===== config.mk =====
export PLATFORM = sky130hd
export DESIGN_NAME = frame_slot_router
export DESIGN_NICKNAME = d
export VERILOG_FILES = /design/src/rtl/fsr_pkg.sv /design/src/rtl/fsr_sequencer.sv /design/src/rtl/fsr_router.sv /design/src/rtl/fsr_status.sv /design/src/rtl/frame_slot_router.sv
export SDC_FILE = /design/constraint.sdc
export NUM_CORES = 1
export LEC_CHECK = 0
export BUFFER_PORTS_ARGS = -buffer_cell sky130_fd_sc_hd__buf_2
export CAP_MARGIN = 20
export CORE_MARGIN = 5
export CORE_UTILIZATION = 51
export DETAILED_ROUTE_END_ITERATION = 8
export PLACE_DENSITY = 0.79
export SLEW_MARGIN = 30
export SYNTH_ARGS = -nofsm -noshare
export SYNTH_HDL_FRONTEND = slang
export SYNTH_SLANG_ARGS = --single-unit

===== constraint.sdc =====
create_clock -name clk -period 2.5 [get_ports clk]
set_clock_uncertainty 0.2 [all_clocks]
set_input_delay 0.75 -clock clk [delete_from_list [all_inputs] [get_ports clk]]
set_output_delay 0.75 -clock clk [all_outputs]
set_load 0.05 [all_outputs]

===== src/rtl/fsr_pkg.sv =====
package fsr_pkg;

    typedef enum logic [1:0] {
        SK_NONE = 2'd0,
        SK_HDR  = 2'd1,
        SK_CHN  = 2'd2
    } slot_kind_e;

    typedef struct packed {
        logic       live;
        slot_kind_e kind;
        logic       last;
    } slot_tag_t;

    function automatic slot_tag_t make_tag(logic live, logic is_hdr, logic last);
        slot_tag_t t;
        t.live = live;
        t.kind = !live ? SK_NONE : (is_hdr ? SK_HDR : SK_CHN);
        t.last = live & last;
        return t;
    endfunction

    function automatic logic [1:0] lane_select(slot_tag_t t);
        return {t.kind == SK_CHN, t.kind == SK_HDR};
    endfunction

endpackage


===== src/rtl/fsr_sequencer.sv =====
module fsr_sequencer
    import fsr_pkg::*;
#(
    parameter int HDR_SLOTS = 16,
    parameter int CHN_SLOTS = 128
) (
    input  logic      clk,
    input  logic      rst,
    input  logic      start_i,
    input  logic      abort_i,
    output slot_tag_t tag_o,
    output logic      start_rej_o
);
    localparam int TOTAL = HDR_SLOTS + CHN_SLOTS;
    localparam int IDX_W = $clog2(TOTAL);
    localparam logic [IDX_W-1:0] LAST_IDX = IDX_W'(TOTAL - 1);
    localparam logic [IDX_W-1:0] HDR_END  = IDX_W'(HDR_SLOTS);

    logic             live_q;
    logic [IDX_W-1:0] idx_q;
    logic             at_last;

    assign at_last     = (idx_q == LAST_IDX);
    assign start_rej_o = start_i & live_q;

    always_ff @(posedge clk) begin
        if (rst) begin
            live_q <= 1'b0;
            idx_q  <= '0;
        end else if (!live_q) begin
            if (start_i) begin
                live_q <= 1'b1;
                idx_q  <= '0;
            end
        end else if (abort_i || at_last) begin
            live_q <= 1'b0;
        end else begin
            idx_q <= idx_q + 1'b1;
        end
    end

    assign tag_o = make_tag(live_q, idx_q < HDR_END, at_last);

endmodule


===== src/rtl/fsr_router.sv =====
module fsr_router #(
    parameter int SAMPLE_W = 12
) (
    input  logic                clk,
    input  logic                rst,
    input  logic [1:0]          lane_sel_i,
    input  logic [1:0]          full_i,
    input  logic [SAMPLE_W-1:0] sample_i,
    output logic                blocked_o,
    output logic [1:0]          wr_o,
    output logic [SAMPLE_W-1:0] data_o [2]
);
    logic [1:0] go;

    assign go        = lane_sel_i & ~full_i;
    assign blocked_o = |(lane_sel_i & full_i);

    for (genvar g = 0; g < 2; g++) begin : g_lane
        logic                wr_q;
        logic [SAMPLE_W-1:0] data_q;

        always_ff @(posedge clk) begin
            if (rst) begin
                wr_q   <= 1'b0;
                data_q <= '0;
            end else begin
                wr_q <= go[g];
                if (go[g]) begin
                    data_q <= sample_i;
                end
            end
        end

        assign wr_o[g]   = wr_q;
        assign data_o[g] = data_q;
    end

endmodule


===== src/rtl/fsr_status.sv =====
module fsr_status #(
    parameter int ERR_W = 8
) (
    input  logic             clk,
    input  logic             rst,
    input  logic             finish_i,
    input  logic             blocked_i,
    input  logic             reject_i,
    output logic             done_o,
    output logic             overflow_o,
    output logic [ERR_W-1:0] err_cnt_o
);
    localparam logic [ERR_W-1:0] ERR_MAX = '1;

    always_ff @(posedge clk) begin
        if (rst) begin
            done_o     <= 1'b0;
            overflow_o <= 1'b0;
            err_cnt_o  <= '0;
        end else begin
            done_o <= finish_i;
            if (blocked_i) begin
                overflow_o <= 1'b1;
            end
            if (reject_i && err_cnt_o != ERR_MAX) begin
                err_cnt_o <= err_cnt_o + 1'b1;
            end
        end
    end

endmodule


===== src/rtl/frame_slot_router.sv =====
module frame_slot_router
    import fsr_pkg::*;
#(
    parameter int HDR_SLOTS = 16,
    parameter int CHN_SLOTS = 128,
    parameter int SAMPLE_W  = 12,
    parameter int ERR_W     = 8
) (
    input  logic                clk,
    input  logic                rst,
    input  logic                frame_start_i,
    input  logic [SAMPLE_W-1:0] adc_data_i,
    input  logic                hdr_full_i,
    input  logic                chn_full_i,
    output logic                adc_sample_o,
    output logic                hdr_wr_o,
    output logic [SAMPLE_W-1:0] hdr_data_o,
    output logic                chn_wr_o,
    output logic [SAMPLE_W-1:0] chn_data_o,
    output logic                busy_o,
    output logic                frame_done_o,
    output logic                overflow_o,
    output logic [ERR_W-1:0]    err_cnt_o
);
    slot_tag_t           tag;
    logic                start_rej;
    logic                blocked;
    logic [1:0]          wr_v;
    logic [SAMPLE_W-1:0] data_v [2];

    fsr_sequencer #(
        .HDR_SLOTS (HDR_SLOTS),
        .CHN_SLOTS (CHN_SLOTS)
    ) seq_i (
        .clk         (clk),
        .rst         (rst),
        .start_i     (frame_start_i),
        .abort_i     (blocked),
        .tag_o       (tag),
        .start_rej_o (start_rej)
    );

    fsr_router #(
        .SAMPLE_W (SAMPLE_W)
    ) rte_i (
        .clk        (clk),
        .rst        (rst),
        .lane_sel_i (lane_select(tag)),
        .full_i     ({chn_full_i, hdr_full_i}),
        .sample_i   (adc_data_i),
        .blocked_o  (blocked),
        .wr_o       (wr_v),
        .data_o     (data_v)
    );

    fsr_status #(
        .ERR_W (ERR_W)
    ) sts_i (
        .clk        (clk),
        .rst        (rst),
        .finish_i   (tag.last & ~blocked),
        .blocked_i  (blocked),
        .reject_i   (start_rej),
        .done_o     (frame_done_o),
        .overflow_o (overflow_o),
        .err_cnt_o  (err_cnt_o)
    );

    assign adc_sample_o = tag.live;
    assign busy_o       = tag.live;
    assign hdr_wr_o     = wr_v[0];
    assign hdr_data_o   = data_v[0];
    assign chn_wr_o     = wr_v[1];
    assign chn_data_o   = data_v[1];

endmodule


==> summary.txt, run 1 <==
Timing
  • Fin Setup TNS: 0 ps
  • Min Tclk post-route: 2110 ps
  • Final period util: 84.3%
  • Max Clock Freq: 0.475 GHz
  • Slew Limit Headroom: about two thirds
  • Worst slew pin tran: between 500 and 600 ps
  • Unrepaired setup endpoints after global routing: false
  • Setup violators final: 0
  • Fin. max-slew vios: 0
  • Final hold violations: 0

Global route
  • First-pass GRT wire length: 6970 um
  • Largest net degree at the start of global routing: 22
  • Antenna violations before repair: 0
  • Met1 GRT Util: between 20% and 30%
  • GR Overflow Total: 0
  • Met2 Usage GRT: ~29%
  • Top Usage Layer GRT: met2
  • Met3 Track Usage GR: under 10%
  • All-Layer GR Usage: 17.1%
  • Vias in the first global route: roughly 1,500

Clock tree
  • Clk Tree Root Cell: clkbuf_8
  • Hold-fix buffers, CTS: 0
  • H-tree depth: 2
  • Clock sinks: 45
  • Cts bufs inserted: 5
  • CTS tree: built
  • Clock Latency Late Sink: 290 ps
  • Maximum clock path buffer count: 2
  • PostCTS Resize Cnt: 0
  • Postcts setup bufs: 0
  • Reg clk slew, reported paths: ~80 ps

Die
  • Core box area: 3630 sq um
  • Die W: a little over 70 um
  • Die area: between 5000 and 6000 sq um
  • Initial core utilization: 52.4%
  • Io pins: 55
  • Rows: 22
  • Die Y: around 71 um

Critical path
  • CP delay by family, top: flip-flops
  • Worst Path Required: approximately 1600 ps
  • Worst setup startpoint: seq_i.live_q
  • Worst path depth: 1
  • Worst flop-to-flop path startpoint: seq_i.idx_q[5]
  • Critical-path top delay cell: dfxtp_1
  • R2R Setup Slk: 470 ps
  • Startpoint Class: flop
  • R2R depth: 4
  • Crit path buffers/inverters: 1
  • Setup crit end: busy_o
  • CP Class: reg -> out
  • Slowest stage delay, CP: about 530 ps
  • WP data arrival: approximately 1200 ps
  • Cell breakdown of the critical path: buf_2
  • Maximum fanout along the worst path: 11
  • Reg2reg end: seq_i.idx_q[5]
  • Crit. End Element: output pin

Run status
  • Status: finished clean

Drt
  • Drt total wl: around 4300 um
  • Remaining DRCs: 0
  • WL/cell: ~13 um
  • Pre-antenna DRT Iters: 4
  • Final ANT Viol Nets: 0
  • DR vias/cell: 5.22
  • Initial drt markers: between 80 and 90
  • Vias after detailed routing: 1,692

Logic synthesis
  • Post-synth EDFFs: 0
  • Async SR Flop Fraction: 0%
  • Mean post-synth cell area: 8.55 sq um
  • Yosys reg bits: 45
  • Sequential area share after synthesis: ~47%
  • Net count of the mapped netlist: around 240
  • Post-Syn Area: 1910 sq um
  • Syn Inst Count: 223
  • Synth Flop Type: dfxtp_1
  • Ys Warns: 0
  • Cell variety after synth: between 40 and 50

Worst hold path
  • Type of the most critical hold path: reg -> reg

Place
  • Placed cell area: between 2000 and 2500 sq um
  • Placed Instances: ~320
  • Dpl hpwl: ~3100 um
  • RePlAce Congestion: approximately 0.82
  • PortBufs: 54

Cells and area
  • Final #Nets: around 290
  • Post-route cell area: 2280 sq um
  • Synth-to-Final Area Change: 19.8%
  • Layout cell share with drive strength beyond 1: between 20% and 30%
  • Non-Filler Instances: 324
  • Antenna fix cells: 0

Pwr
  • Clk pwr share: about 34%
  • Sequential Power Share: 57.0%
  • LEAKAGE: 0.971 nW
  • Switch Pwr: 0.000334 W
  • Int Power: 0.000960 W
  • Peak VDD IR: 0.403 mV
  • Pwr dens: between 500 and 600 nW/um^2
  • Sw Ratio: approximately 26%
  • Gate power share: under 10%

Run
  • Max_cap viols: 0
==> stage by stage <==
stage / total power (W) / hold WS (ps) / util [%] / worst slack, ps
2_1_floorplan: 0.000842 / 277 / - / 410
3_3_place_gp: 0.000878 / 240 / 60.5 / 269
3_5_place_dp: 0.000879 / 247 / 60.5 / 193
4_1_cts: 0.00131 / 258 / 62.8 / 375
5_1_grt: 0.00135 / 274 / 62.8 / 304
6_report: 0.00129 / 256 / 62.8 / 393
==> final cells by class <==
| cell class | count | area [sq um] |
|---|---|---|
| fillers | 352 | 1350 |
| clock inverters | 1 | 7.51 |
| clock buffers | 7 | 76.3 |
| inverters | 2 | 7.51 |
| flip-flops and latches | 45 | 901 |
| repair buffers | 58 | 300 |
| multi-input cells | 163 | 931 |
| well taps | 48 | 60.1 |
==> cells in the final DEF, fill, tap and decap left out, types with 2 or more instances in the layout <==
master,Yosys,final
clkbuf_1,8,2
nand4_1,6,6
xor2_1,2,2
mux2i_1,2,2
nor3_1,2,2
dfxtp_1,45,45
nor2_1,14,14
nor2b_1,3,3
inv_1,2,2
nand3_1,7,7
a21oi_1,32,32
a211oi_1,2,2
ha_1,2,2
buf_4,2,4
nand2b_1,5,5
nand2_1,52,52
nor3b_1,3,3
or4_1,2,2
mux2_1,3,3
a31oi_1,2,2
buf_2,1,54
and2_1,2,2
clkbuf_8,0,5
==> how the worst min path moves through the flow <==
stage / start / end / slack (ps) / cells after the start
6_report: rte_i.g_lane[0].data_q[7] / rte_i.g_lane[0].data_q[7] / 260 / 2
5_1_grt: rte_i.g_lane[0].data_q[11] / rte_i.g_lane[0].data_q[11] / 270 / 2
4_1_cts: rte_i.g_lane[0].data_q[1] / rte_i.g_lane[0].data_q[1] / 260 / 2
3_5_place_dp: rte_i.g_lane[1].data_q[9] / rte_i.g_lane[1].data_q[9] / 250 / 2
3_3_place_gp: rte_i.g_lane[0].data_q[3] / rte_i.g_lane[0].data_q[3] / 240 / 2
2_1_floorplan: seq_i.idx_q[0] / seq_i.idx_q[0] / 280 / 2
==> power by group through the flow <==
stage	Sequential [W]	Combinational [W]	Clock, W
6_report	0.000737	0.000124	0.000433
5_1_grt	0.000740	0.000135	0.000479
4_1_cts	0.000738	0.000125	0.000447
3_5_place_dp	0.000755	0.000124	0
3_3_place_gp	0.000754	0.000124	0
2_1_floorplan	0.000791	0.0000506	0
==> cells in the mapped netlist (2+ instances only) <==
cell type / count / area share [%]
or4_1: 2 / 0.79
a21oi_1: 32 / 8.4
inv_1: 2 / 0.39
nor3_1: 2 / 0.53
ha_1: 2 / 1.3
nor3b_1: 3 / 1.2
clkbuf_1: 8 / 1.6
a31oi_1: 2 / 0.66
nand3_1: 7 / 1.8
nor2b_1: 3 / 0.99
a211oi_1: 2 / 0.79
nand2_1: 52 / 10
buf_4: 2 / 0.79
dfxtp_1: 45 / 47
nor2_1: 14 / 2.8
nand2b_1: 5 / 1.6
mux2_1: 3 / 1.8
and2_1: 2 / 0.66
nand4_1: 6 / 2.0
xor2_1: 2 / 0.92
mux2i_1: 2 / 1.1
==> layer usage <==
| metal | share of wire, % | wire (um) |
|---|---|---|
| met1 | 44 | 1900 |
| met2 | 49 | 2100 |
| met3 | 5.0 | 215 |
| met4 | 1.3 | 55 |
| met5 | 0 | 0 |
==> state kept, by name (all words and copies together) (netlist names) <==
signal and count:
seq_i.idx_q 8, sts_i.done_o 1, rte_i.g_lane.data_q 24, sts_i.overflow_o 1, seq_i.live_q 1, sts_i.err_cnt_o 8
rte_i.g_lane.wr_q 2
==> kinds of logic after synthesis <==
group	share of synthesized area (%)
and+or+nand+nor	26.2
AOI/OAI and AO/OA	17.0
adders and majority gates	1.31
buffers and inverters	3.87
xor gates and xnor gates	0.919
DFF	47.3
muxes	3.41
Power figures use the tool's default switching activity.
==> run 2, diff against run 1 <==
==> constraint.sdc (replaced) <==
create_clock -name clk -period 2.2 [get_ports clk]
set_clock_uncertainty 0.2 [all_clocks]
set_input_delay 0.66 -clock clk [delete_from_list [all_inputs] [get_ports clk]]
set_output_delay 0.66 -clock clk [all_outputs]
set_load 0.05 [all_outputs]
==> run 2 against run 1 <==
Via count is 2.8% higher. Critical endpoint is now adc_sample_o. Global-route usage is 0.56 points higher. Non-clock buffer count is 2 higher. Clock-buffer cell count is 1 lower. Clock power is 42% higher.
==> summary.txt, run 2 (synthesis gave the netlist of run 1 again) <==
Critical path
  • WP data arrival: 1150 ps (was 1160 ps)
  • Crit path buffers/inverters: 1 (unchanged)
  • CP Class: reg -> out (unchanged)
  • CP delay by family, top: flip-flops (unchanged)
  • R2R Setup Slk: 290 ps (was 470 ps)
  • Cell breakdown of the critical path: buf_2 (unchanged)
  • Maximum fanout along the worst path: 11 (unchanged)
  • Crit. End Element: output pin (unchanged)
  • Worst flop-to-flop path startpoint: seq_i.idx_q[5] (unchanged)
  • Critical-path top delay cell: dfxtp_1 (unchanged)
  • Worst Path Required: 1340 ps (was 1550 ps)
  • Slowest stage delay, CP: 530 ps (about the same)
  • Reg2reg end: seq_i.idx_q[5] (unchanged)
  • R2R depth: 4 (unchanged)
  • Startpoint Class: flop (unchanged)

Timing
  • Setup violators final: 0 (unchanged)
  • Final hold violations: 0 (unchanged)
  • Final setup margin: 188 ps (was 393 ps)
  • Slew Limit Headroom: 68.8% (was 65.5%)
  • Worst slew pin tran: 467 ps (was 518 ps)
  • Min Tclk post-route: 2010 ps
  • Max Clock Freq: between 0.4 and 0.5 GHz
  • Final period util: between 90 and 100%
  • Unrepaired setup endpoints after global routing: false (unchanged)
  • Fin Setup TNS: 0 ps (unchanged)
  • Fin. max-slew vios: 0 (unchanged)

Cells and area
  • Most common cell after layout, fill and taps aside: buf_2 (unchanged)
  • Post-route cell area: 2330 sq um (was 2280 sq um)
  • Antenna fix cells: 0 (unchanged)
  • Max reg flops: 24 (unchanged)
  • Non-Filler Instances: 326 (was 324)
  • Reg with most FFs: rte_i.g_lane.data_q (unchanged)
  • Filler instances: 328 (was 352)
  • Synth-to-Final Area Change: 22.1% (was 19.8%)
  • Biggest regs: rte_i.g_lane.data_q x24, seq_i.idx_q x8, sts_i.err_cnt_o x8 (unchanged)
  • Most frequent cells in the layout: buf_2, nand2_1, dfxtp_1 (unchanged)
  • Final #Nets: 296 (was 294)
  • Layout cell share with drive strength beyond 1: 25.9% (was 25.0%)

Pwr
  • LEAKAGE: 0.996 nW (was 0.971 nW)
  • Total power: 0.00160 W (was 0.00129 W)
  • Clk pwr share: 38.6% (was 33.5%)
  • Sequential Power Share: 52.4% (was 57.0%)
  • Int Power: 0.00121 W (was 0.000960 W)
  • Gate power share: 9.0% (was 9.6%)
  • Sw Ratio: 24.3% (was 25.8%)
  • Switch Pwr: 0.000389 W (was 0.000334 W)
  • Pwr dens: 687 nW/um^2 (was 567 nW/um^2)
  • Peak VDD IR: 0.692 mV (was 0.403 mV)

Drt
  • Pre-antenna DRT Iters: 4 (unchanged)
  • Vias after detailed routing: 1,740 (was 1,692)
  • WL/cell: 13.2 um (about the same)
  • Remaining DRCs: 0 (unchanged)
  • Final ANT Viol Nets: 0 (unchanged)
  • Initial drt markers: 90 (was 88)
  • DR vias/cell: 5.34 (was 5.22)
  • Drt total wl: 4290 um (was 4270 um)

Clock tree
  • PostCTS Resize Cnt: 0 (unchanged)
  • Maximum clock path buffer count: 2 (unchanged)
  • Postcts setup bufs: 0 (unchanged)
  • Reg clk slew, reported paths: 80 ps (about the same)
  • Hold-fix buffers, CTS: 0 (unchanged)
  • Clock Latency Late Sink: 300 ps (was 290 ps)
  • Clk Tree Root Cell: clkbuf_8 (unchanged)
  • H-tree depth: 2 (unchanged)
  • CTS tree: built (unchanged)
  • Cts bufs inserted: 5 (unchanged)
  • Clock sinks: 45 (unchanged)

Worst hold path
  • Hold Startpoint: rte_i.g_lane[0].data_q[9] (was rte_i.g_lane[0].data_q[7])
  • Type of the most critical hold path: reg -> reg (unchanged)
  • Hold path depth: 2 (unchanged)
  • Hold path endpoint: rte_i.g_lane[0].data_q[9] (was rte_i.g_lane[0].data_q[7])

Place
  • Dpl hpwl: 3170 um (was 3080 um)
  • Placed cell area: 2210 sq um (was 2200 sq um)
  • Worst slack, placed: 94.4 ps (was 193 ps)
  • PortBufs: 54 (unchanged)
  • RePlAce Congestion: 0.800 (was 0.821)
  • Placed Instances: 318 (was 316)

Die
  • Rows: 22 (unchanged)
  • Core box area: 3630 sq um (unchanged)
  • Io pins: 55 (unchanged)
  • Initial core utilization: 52.4% (unchanged)
  • Die area: 5060 sq um (unchanged)
  • Die Y: 71.1 um (unchanged)
  • Die W: 71.1 um (unchanged)

Global route
  • Vias in the first global route: 1,631 (was 1,544)
  • First-pass GRT wire length: 7230 um (was 6970 um)
  • All-Layer GR Usage: 17.7% (was 17.1%)
  • Antenna violations before repair: 0 (unchanged)
  • GR Overflow Total: 0 (unchanged)
  • Largest net degree at the start of global routing: 25 (was 22)

Run
  • Max_cap viols: 0 (unchanged)

Run status
  • Status: finished clean (unchanged)
run 2: cell types whose count changed in the layout (fill, tap and decap cells not counted):
cell and change:
bufinv_16 +1, clkinvlp_4 -1, clkinv_4 +1, buf_4 +2
clkbuf_1 -1
run 2: power by group through the flow:
stage	sequential (W)	clock, W	combinational [W]
detailed placement	0.000857	0	0.000144
CTS	0.000838	0.000633	0.000144
global placement	0.000857	0	0.000142
finish	0.000838	0.000616	0.000143
floorplan	0.000899	0	0.0000575
global route	0.000840	0.000667	0.000156
run 2: cell type report:
class                           count  area, sq um  share of cell area (%)
Clock buffer                        6         72.6                    3.12
Clock inverter                      2         38.8                    1.67
Inverter                            2         7.51                   0.323
Multi-Input combinational cell    163          931                    40.0
Sequential cell                    45          901                    38.7
Tap cell                           48         60.1                    2.58
Timing Repair Buffer               60          315                    13.6
run 2: worst max-delay path by stage:
stage,from,to,cells after the start
2_1_floorplan,sts_i.err_cnt_o[0],sts_i.err_cnt_o[4],5
3_3_place_gp,chn_full_i,seq_i.idx_q[5],5
3_5_place_dp,chn_full_i,seq_i.idx_q[5],5
4_1_cts,seq_i.live_q,adc_sample_o,1
5_1_grt,seq_i.live_q,busy_o,1
6_report,seq_i.live_q,adc_sample_o,1
run 2: metal layers:
| layer | share of wire (%) | global-route usage, % | vias to the layer above | wire [um] |
|---|---|---|---|---|
| met1 | 45 | 21.3 | 809 | 1920 |
| met2 | 49 | 29.5 | 43 | 2100 |
| li1 | - | - | 881 | - |
| met4 | 2.0 | 8.77 | 0 | 85 |
| met5 | 0 | 0 | - | 0 |
| met3 | 4.4 | 4.12 | 7 | 188 |
run 2: stage by stage:
| stage | hold slack (ps) | util (%) |
|---|---|---|
| 2_1_floorplan | 277 | - |
| 6_report | 256 | 64.0 |
| 4_1_cts | 258 | 64.0 |
| 5_1_grt | 276 | 64.0 |
| 3_3_place_gp | 240 | 61.0 |
| 3_5_place_dp | 246 | 61.0 |
==> run 3, diff against run 2 <==
--- a/config.mk
+++ b/config.mk
@@ -9,6 +9,7 @@
 export CAP_MARGIN = 20
 export CORE_MARGIN = 5
 export CORE_UTILIZATION = 51
+export CTS_CLUSTER_DIAMETER = 200
 export DETAILED_ROUTE_END_ITERATION = 8
 export PLACE_DENSITY = 0.79
 export SLEW_MARGIN = 30
==> constraint.sdc (replaced) <==
create_clock -name clk -period 2.3 [get_ports clk]
set_clock_uncertainty 0.2 [all_clocks]
set_input_delay 0.69 -clock clk [delete_from_list [all_inputs] [get_ports clk]]
set_output_delay 0.69 -clock clk [all_outputs]
set_load 0.05 [all_outputs]
==> run 3 against run 2 <==
Die area is the same. Flip-flop and latch count is the same. Sequential share of layout area grew 0.25 points. Worst hold slack gained 1.2 ps. Critical path depth is the same. Non-clock buffer count shrank 2. Sequential power shrank 4.3%. Via count shrank 2.8%. First-iteration DRC count shrank 13%.
==> summary.txt, run 3 (synthesis gave the netlist of run 1 again) <==
Pwr
  • LEAKAGE: 0.988 nW (was 0.996 nW)
  • Pwr dens: 662 nW/um^2 (was 687 nW/um^2)
  • Peak VDD IR: 0.759 mV (was 0.692 mV)

Timing
  • Fin. max-slew vios: 0 (unchanged)
  • Min Hold Slack: 257 ps (was 256 ps)
  • Slew Limit Headroom: 65.4% (was 68.8%)
  • Min Tclk post-route: 2090 ps
  • Final period util: between 90% and 100%
  • Setup violators final: 0 (unchanged)
  • Final hold violations: 0 (unchanged)
  • Max Clock Freq: 0.477 GHz
  • Worst slew pin tran: 519 ps (was 467 ps)
  • Unrepaired setup endpoints after global routing: false (unchanged)
  • Fin Setup TNS: 0 ps (unchanged)

Die
  • Core box area: 3630 sq um (unchanged)
  • Initial core utilization: 52.4% (unchanged)
  • Io pins: 55 (unchanged)
  • Die area: 5060 sq um (unchanged)
  • Die Y: 71.1 um (unchanged)
  • Die W: 71.1 um (unchanged)
  • Rows: 22 (unchanged)

Cells and area
  • Antenna fix cells: 0 (unchanged)
  • Most frequent cells in the layout: buf_2, nand2_1, dfxtp_1 (unchanged)
  • Max reg flops: 24 (unchanged)
  • Synth-to-Final Area Change: 21.3% (was 22.1%)
  • Filler instances: 350 (was 328)
  • Final Util: 63.6% (was 64.0%)
  • Post-route cell area: 2310 sq um (was 2330 sq um)
  • Most common cell after layout, fill and taps aside: buf_2 (unchanged)
  • Layout cell share with drive strength beyond 1: 25.4% (was 25.9%)
  • Reg with most FFs: rte_i.g_lane.data_q (unchanged)
  • Biggest regs: rte_i.g_lane.data_q x24, seq_i.idx_q x8, sts_i.err_cnt_o x8 (unchanged)
  • Final #Nets: 294 (was 296)

Critical path
  • Slowest stage delay, CP: 570 ps (was 530 ps)
  • CP delay by family, top: flip-flops (unchanged)
  • Maximum fanout along the worst path: 11 (unchanged)
  • Startpoint Class: flop (unchanged)
  • CP Class: reg -> out (unchanged)
  • Crit. End Element: output pin (unchanged)
  • Cell breakdown of the critical path: buf_2 (unchanged)
  • Worst Path Required: 1410 ps (was 1340 ps)
  • Critical-path top delay cell: dfxtp_1 (unchanged)
  • Crit path buffers/inverters: 1 (unchanged)
  • WP data arrival: 1200 ps (was 1150 ps)

Worst hold path
  • Type of the most critical hold path: reg -> reg (unchanged)

Global route
  • Largest net degree at the start of global routing: 22 (was 25)
  • GR Overflow Total: 0 (unchanged)
  • Vias in the first global route: 1,614 (was 1,631)
  • First-pass GRT wire length: 7110 um (was 7230 um)
  • All-Layer GR Usage: 17.6% (was 17.7%)
  • Antenna violations before repair: 0 (unchanged)

Drt
  • Vias after detailed routing: 1,691 (was 1,740)
  • Pre-antenna DRT Iters: 4 (unchanged)
  • Remaining DRCs: 0 (unchanged)
  • Drt total wl: 4180 um (was 4290 um)
  • WL/cell: 12.9 um (was 13.2 um)
  • Initial drt markers: 78 (was 90)
  • Final ANT Viol Nets: 0 (unchanged)
  • DR vias/cell: 5.22 (was 5.34)

Clock tree
  • Maximum clock path buffer count: 2 (unchanged)
  • Postcts setup bufs: 0 (unchanged)
  • Reg clk slew, reported paths: 80 ps (about the same)
  • Hold-fix buffers, CTS: 0 (unchanged)
  • H-tree depth: 2 (unchanged)
  • Clock sinks: 45 (unchanged)
  • Clock Latency Late Sink: 300 ps (about the same)
  • PostCTS Resize Cnt: 0 (unchanged)
  • Cts bufs inserted: 5 (unchanged)
  • CTS tree: built (unchanged)
  • Clk Tree Root Cell: clkbuf_8 (unchanged)

Place
  • RePlAce Congestion: 0.802 (was 0.800)
  • PortBufs: 54 (unchanged)
  • Dpl hpwl: 3040 um (was 3170 um)
  • Placed cell area: 2200 sq um (was 2210 sq um)

Run
  • Max_cap viols: 0 (unchanged)

Run status
  • Status: finished clean (unchanged)
-- run 3: path summary, 6_finish.rpt --
path,startpoint,endpoint,slack (ps),cells past startpoint
max,seq_i.live_q,adc_sample_o,210,1
min,rte_i.g_lane[0].data_q[4],rte_i.g_lane[0].data_q[4],260,2
max reg2reg,seq_i.idx_q[5],seq_i.idx_q[5],290,4
min reg2reg,rte_i.g_lane[0].data_q[4],rte_i.g_lane[0].data_q[4],260,2
-- run 3: tightest hold or removal path: cells and delay by family (launching register included) --
kind,cells,cell delay (ps)
compound gates,1,50
simple gates,1,50
flops,1,310
-- run 3: through the flow --
stage               setup slack, ps  instances  total power (W)
finish                          205        324          0.00153
global route                    162        324          0.00159
CTS                             204        324          0.00155
detailed placement              104        316         0.000956
global placement                134        316         0.000954
floorplan                       210        223         0.000915
-- run 3: cell type report --
cell class              instances  area, sq um  area share [%]
clock buffers                   6         72.6            3.14
multi-input cells             163          931            40.3
flip-flops and latches         45          901            39.0
clock inverters                 2         38.8            1.68
repair buffers                 58          300            13.0
well taps                      48         60.1            2.60
inverters                       2         7.51           0.325
-- run 3: routing by layer --
metal / routed length, um / vias up / global-route usage [%]
li1: - / 879 / -
met1: 1920 / 768 / 21.3
met2: 2000 / 36 / 28.3
met3: 162 / 8 / 4.26
met4: 97 / 0 / 10.0
met5: 0 / - / 0
-- run 3: where the power goes --
group          switching, W  internal [W]
Combinational     0.0000964     0.0000377
Clock              0.000268      0.000326
Sequential        0.0000108      0.000791
Total              0.000376       0.00115
